### config.mk
export PLATFORM = sky130hd
export DESIGN_NAME = sc_phase_dda
export DESIGN_NICKNAME = d
export VERILOG_FILES = /design/src/rtl/sc_dda_pkg.sv /design/src/rtl/sc_mod_acc.sv /design/src/rtl/sc_phase_acc.sv /design/src/rtl/sc_field_sched.sv /design/src/rtl/sc_phase_dda.sv
export SDC_FILE = /design/constraint.sdc
export NUM_CORES = 1
export LEC_CHECK = 0
export BUFFER_PORTS_ARGS = -buffer_cell sky130_fd_sc_hd__buf_2
export CORE_MARGIN = 1.5
export CORE_UTILIZATION = 27
export DETAILED_ROUTE_END_ITERATION = 8
export HOLD_SLACK_MARGIN = 0.06
export PLACE_DENSITY_LB_ADDON = 0.08
export SLEW_MARGIN = 10
export SYNTH_ARGS = -nofsm -noshare
export SYNTH_HDL_FRONTEND = slang
export SYNTH_SLANG_ARGS = --single-unit
### constraint.sdc
create_clock -name clk -period 26.2 [get_ports clk]
set_input_delay 2.62 -clock clk [delete_from_list [all_inputs] [get_ports clk]]
set_output_delay 2.62 -clock clk [all_outputs]
set_load 0.05 [all_outputs]
### src/rtl/sc_dda_pkg.sv
package sc_dda_pkg;

  localparam int SC_FCNT_W = 3;

  typedef enum logic [1:0] {
    FCLR_EVERY2 = 2'd0,
    FCLR_EVERY4 = 2'd1,
    FCLR_EVERY8 = 2'd2,
    FCLR_NEVER  = 2'd3
  } fclr_mode_e;

  // Index of the last field of a clearing period (period - 1).
  function automatic logic [SC_FCNT_W-1:0] fclr_last(input fclr_mode_e m);
    case (m)
      FCLR_EVERY2: fclr_last = SC_FCNT_W'(1);
      FCLR_EVERY4: fclr_last = SC_FCNT_W'(3);
      default:     fclr_last = SC_FCNT_W'(7);
    endcase
  endfunction

endpackage

### src/rtl/sc_mod_acc.sv
module sc_mod_acc #(
  parameter int W = 15
) (
  input  logic         clk,
  input  logic         rst,
  input  logic         step,
  input  logic         clr,
  input  logic [W-1:0] inc,
  input  logic [W-1:0] size,
  input  logic         cin,
  output logic         wrap,
  output logic [W-1:0] acc_q
);

  localparam int SW = W + 1;

  // Sum of accumulator, increment and carry-in, one bit wider than the stage.
  function automatic logic [SW-1:0] raw_sum(input logic [W-1:0] a,
                                            input logic [W-1:0] b,
                                            input logic c);
    raw_sum = SW'(a) + SW'(b) + SW'(c);
  endfunction

  logic          active;
  logic [SW-1:0] sum;
  logic [W-1:0]  acc_d;

  assign active = (size != '0);
  assign sum    = raw_sum(acc_q, inc, cin);
  assign wrap   = step && active && (sum >= SW'(size));

  always_comb begin
    if (!active)      acc_d = '0;
    else if (wrap)    acc_d = W'(sum - SW'(size));
    else              acc_d = sum[W-1:0];
  end

  always_ff @(posedge clk) begin
    if (rst || clr)   acc_q <= '0;
    else if (step)    acc_q <= acc_d;
  end

endmodule

### src/rtl/sc_phase_acc.sv
module sc_phase_acc #(
  parameter int PH_W = 12
) (
  input  logic            clk,
  input  logic            rst,
  input  logic            step,
  input  logic            clr,
  input  logic [PH_W-1:0] inc,
  input  logic            cin,
  output logic [PH_W-1:0] phase_q
);

  function automatic logic [PH_W-1:0] next_phase(input logic [PH_W-1:0] p,
                                                 input logic [PH_W-1:0] i,
                                                 input logic c);
    next_phase = p + i + PH_W'(c);
  endfunction

  always_ff @(posedge clk) begin
    if (rst || clr)   phase_q <= '0;
    else if (step)    phase_q <= next_phase(phase_q, inc, cin);
  end

endmodule

### src/rtl/sc_field_sched.sv
module sc_field_sched
  import sc_dda_pkg::*;
(
  input  logic       clk,
  input  logic       rst,
  input  logic       eof,
  input  logic [1:0] mode,
  output logic       field_clr
);

  logic [SC_FCNT_W-1:0] fcnt_q;
  fclr_mode_e           mode_e;
  logic                 period_done;

  assign mode_e      = fclr_mode_e'(mode);
  assign period_done = (fcnt_q >= fclr_last(mode_e));
  assign field_clr   = eof && (mode_e != FCLR_NEVER) && period_done;

  always_ff @(posedge clk) begin
    if (rst)             fcnt_q <= '0;
    else if (field_clr)  fcnt_q <= '0;
    else if (eof)        fcnt_q <= fcnt_q + SC_FCNT_W'(1);
  end

endmodule

### src/rtl/sc_phase_dda.sv
module sc_phase_dda #(
  parameter int PH_W = 12,
  parameter int FR_W = 15
) (
  input  logic            clk,
  input  logic            rst,
  input  logic            pix_vld,
  input  logic            eof,
  input  logic [PH_W-1:0] cfg_inc1,
  input  logic [FR_W-1:0] cfg_size2,
  input  logic [FR_W-1:0] cfg_inc2,
  input  logic [FR_W-1:0] cfg_size3,
  input  logic [FR_W-1:0] cfg_inc3,
  input  logic [1:0]      cfg_rst_mode,
  output logic [PH_W-1:0] phase_o
);

  // Named internal events, observed by the bound checker.
  logic            field_clr;
  logic            pix_step;
  logic            carry2;
  logic            carry3;
  logic [FR_W-1:0] acc2_q;
  logic [FR_W-1:0] acc3_q;

  assign pix_step = pix_vld && !field_clr;

  sc_field_sched u_fsched (
    .clk       (clk),
    .rst       (rst),
    .eof       (eof),
    .mode      (cfg_rst_mode),
    .field_clr (field_clr)
  );

  sc_mod_acc #(.W(FR_W)) u_stage3 (
    .clk   (clk),
    .rst   (rst),
    .step  (pix_step),
    .clr   (field_clr),
    .inc   (cfg_inc3),
    .size  (cfg_size3),
    .cin   (1'b0),
    .wrap  (carry3),
    .acc_q (acc3_q)
  );

  sc_mod_acc #(.W(FR_W)) u_stage2 (
    .clk   (clk),
    .rst   (rst),
    .step  (pix_step),
    .clr   (field_clr),
    .inc   (cfg_inc2),
    .size  (cfg_size2),
    .cin   (carry3),
    .wrap  (carry2),
    .acc_q (acc2_q)
  );

  sc_phase_acc #(.PH_W(PH_W)) u_phase (
    .clk     (clk),
    .rst     (rst),
    .step    (pix_step),
    .clr     (field_clr),
    .inc     (cfg_inc1),
    .cin     (carry2),
    .phase_q (phase_o)
  );

endmodule

==> run_results.csv <==
group,metric,value,unit
timing,fin_tns_setup,0,ps
synth,synthesis.nets,817,
synth,async_flop_share,0,%
timing,post-route-worst-setup-slack,13940,ps
clocking,holdBufCountCts,0,
placed_design,dp_hpwl,12800,µm
timing,rsz0062_at_grt,"false",
critical_path,crit_type,"input pin to flip-flop",
hold_path,hold_end,"u_stage2.acc_q[2]",
power_and_ir_drop,clkPwrFrac,10.9,%
synth,yosys_warnings,0,
clocking,post_cts_buffers,0,
status,outcome,"finished clean",
synth,synth_ff_type,"dfxtp_1",
global_routing,grt_pass1_vias,5058,
drt,routed_wl,15700,µm
timing,hold_viol_final,0,
cells_and_area,seq_area,901,µm²
timing,finalCritPeriodShare,46.8,%
synth,synth_edf_count,0,
synth,synthesis.instances,660,
clocking,post_cts_resized,0,
critical_path,required,26390,ps
timing,finalSetupViolations,0,
placed_design,gp_congestion,0.859,
global_routing,antenna_found_initial,1,
critical_path,r2r-start,"u_stage3.acc_q[0]",
cells_and_area,drive_gt1_share,15.2,%
critical_path,cpLargestDelayFamily,"compound AO/OA/AOI/OAI gates",
floorplanning,io_pins,90,
critical_path,cp-end-kind,"flip-flop",
placed_design,preCtsSetupSlack,13680,ps
hold_path,hold_path_depth,2,
placed_design,dpl_cell_area,0.00599,mm²
hold_path,min-delay-start,"u_stage2.acc_q[2]",
floorplanning,dieArea,0.0203,mm²
global_routing,grt_use_total,16.0,%
floorplanning,dieWidth,142,µm
clocking,cts_buffers,5,
timing,max_freq,81.6,MHz
timing,fin_skew,8.99,ps
drt,drt.antenna.violating_nets,0,
placed_design,io_buffers,89,
critical_path,crit_fanout,17,
timing,layout_min_cycle_time,12260,ps
drt,drc,0,
global_routing,grt_use_met1,21.6,%
synth,ys_ff_latch,45,
critical_path,cp_slowest_cell,"o41ai_1",
floorplanning,die_h,142,µm
cells_and_area,syn_to_final_growth,17.5,%
critical_path,reg2regPathDepth,44,
clocking,clk_pin_slew_worst_paths,70,ps
power_and_ir_drop,power_density,115,mW/mm²
hold_path,hold_class,"flip-flop to flip-flop",
global_routing,grt_max_degree,26,
power_and_ir_drop,p_leak,2.93,nW
global_routing,grt-busiest-layer,"met2",
drt,wire_per_inst,15.6,µm
global_routing,use_met2,25.9,%
timing,slew-limit-headroom,33.2,%
timing,worst_pin_slew,996,ps
power_and_ir_drop,switching_power,0.344,mW
critical_path,crit_buf_inv,2,
critical_path,path_common_cell,"nor2_1",
drt,num_vias,5075,
drt,drtIter0Drc,172,
critical_path,cp-start-kind,"input pin",
drt,viasPerCell,5.03,
timing,slew_violations,0,
power_and_ir_drop,vdd_drop_max,0.0274,mV
synth,yosysUniqueCellTypes,68,
power_and_ir_drop,power.share.combinational,75.0,%
clocking,cts_tree,"yes",
global_routing,overflow,0,
clocking,clock_latency,300,ps
clocking,ctsRootBufferMaster,"clkbuf_16",
power_and_ir_drop,swShare,48.7,%
critical_path,max_stage_delay,560,ps
cells_and_area,multi_input_area,0.00411,mm²
global_routing,met3_usage,3.47,%
critical_path,rrSetupSlack,16030,ps
clocking,cts_htree_levels,2,
synth,syn_avg_cell_area,7.94,µm²
power_and_ir_drop,power.internal,0.362,mW
clocking,cts.sinks,45,
job,maxCapViolCount,0,
power_and_ir_drop,seqPwrFrac,14.1,%
cells_and_area,finalInstanceArea,0.00616,mm²
cells_and_area,fill_cells,2062,
drt,dr.pass1.iters,6,
cells_and_area,fin_nets,904,
critical_path,arrival,12450,ps
synth,yosysSeqAreaShare,17.2,%
synth,syn-cell-area,0.00524,mm²
floorplanning,rows,50,
critical_path,r2r_end,"u_phase.phase_q[10]",
floorplanning,core-area,0.0189,mm²
clocking,max-clock-path-buffers,2,
floorplanning,initial_core_util,27.7,%
global_routing,grt_first_pass_wirelength,25500,µm
## Yosys cell counts (4+ instances only)
cell	n	share of area, %
a221o_1	4	0.76
nand4_1	6	0.72
a211oi_1	9	1.3
mux2i_1	32	6.1
a21oi_1	54	5.2
o21ai_0	20	1.9
and3_1	6	0.72
nor2_1	57	4.1
a32o_1	4	0.76
nor2b_1	11	1.3
or3_1	6	0.72
clkbuf_1	7	0.50
o21bai_1	7	1.0
a21o_1	19	2.7
fa_1	7	2.7
o21ai_1	25	2.4
nand2b_1	7	0.84
o31ai_1	4	0.57
nor3_1	12	1.1
o211ai_1	7	1.0
o21a_1	18	2.6
xor2_1	16	2.7
xnor2_1	33	5.5
and2_1	5	0.60
ha_1	72	17
nor4_1	6	0.72
nand2_1	48	3.4
nand3_1	7	0.67
or2_2	4	0.48
dfxtp_1	45	17
o31a_1	5	0.84
inv_1	50	3.6
## cells in the final DEF, fill, tap and decap left out, types with 7 or more instances in the layout
cell type  count
mux2i_1       32
buf_2         89
o211ai_1       7
nor3_1        12
nand2b_1       7
o21ai_1       25
a21oi_1       54
nand2_1       48
a211oi_1       9
a21o_1        19
fa_1           7
o21ai_0       20
xor2_1        16
nand3_1        7
o21a_1        18
nor2_1        56
dfxtp_1       45
nor2b_1       11
ha_1          72
xnor2_1       33
inv_1         50
## worst min-delay path: stages, from the launching register on
cell     delay (ps)
dfxtp_1         310
nand2_1          50
o21ai_1          50
## logic make-up (layout without fill, tap and decap cells)
group / after synthesis / in the layout / share of synthesized area [%]
AO/OA/AOI/OAI: 205 / 205 / 26.5
AND/OR/NAND/NOR: 188 / 188 / 17.6
adder cells (fa/ha/maj): 79 / 79 / 19.9
buffers and inverters: 62 / 150 / 4.56
XOR/XNOR: 49 / 49 / 8.19
flip-flops: 45 / 45 / 17.2
multiplexers: 32 / 32 / 6.11
other: 0 / 1 / 0
## power by group through the flow
stage	Sequential [mW]	Combinational, mW	Clock (mW)
finish	0.0998	0.529	0.0770
global route	0.102	0.592	0.0830
CTS	0.0998	0.532	0.0811
detailed placement	0.101	0.528	0
global placement	0.101	0.529	0
floorplan	0.114	0.405	0
## sequential cells by signal, indices dropped and copies added, names as in the netlist
register / count
u_stage2.acc_q: 15
u_fsched.fcnt_q: 3
u_stage3.acc_q: 15
u_phase.phase_q: 12
## cell type report
class / count / area share [%]
inverter: 50 / 3.05
antenna: 1 / 0.0406
tap: 260 / 5.28
timing repair buffer: 92 / 7.60
clock inverter: 2 / 0.630
sequential: 45 / 14.6
clock buffer: 6 / 2.09
multi-input combinational: 553 / 66.7
## metal layers
layer	wire, µm	up-vias
li1	-	2595
met1	7700	2362
met2	7000	100
met3	811	16
met4	206	2
met5	7	-
## per-stage QoR
step | util (%) | std cells | power (mW) | hold slack, ps
after floorplan | - | 660 | 0.519 | 429
after global placement | 31.7 | 1000 | 0.629 | 445
after detailed placement | 31.7 | 1000 | 0.629 | 450
after CTS | 32.6 | 1008 | 0.713 | 460
after global routing | 32.6 | 1008 | 0.778 | 472
final | 32.6 | 1009 | 0.706 | 456
## worst max path at each step
stage	cells past startpoint	slack (ps)	start	endpoint
finish	43	13940	cfg_inc3[1]	u_phase.phase_q[10]
global route	43	13150	cfg_inc3[1]	u_phase.phase_q[8]
CTS	46	13980	cfg_inc3[0]	u_phase.phase_q[10]
detailed placement	46	13680	cfg_inc3[0]	u_phase.phase_q[10]
global placement	45	13910	cfg_inc3[0]	u_phase.phase_q[10]
floorplan	46	14790	cfg_inc3[0]	u_phase.phase_q[10]
Power figures use the tool's default switching activity.
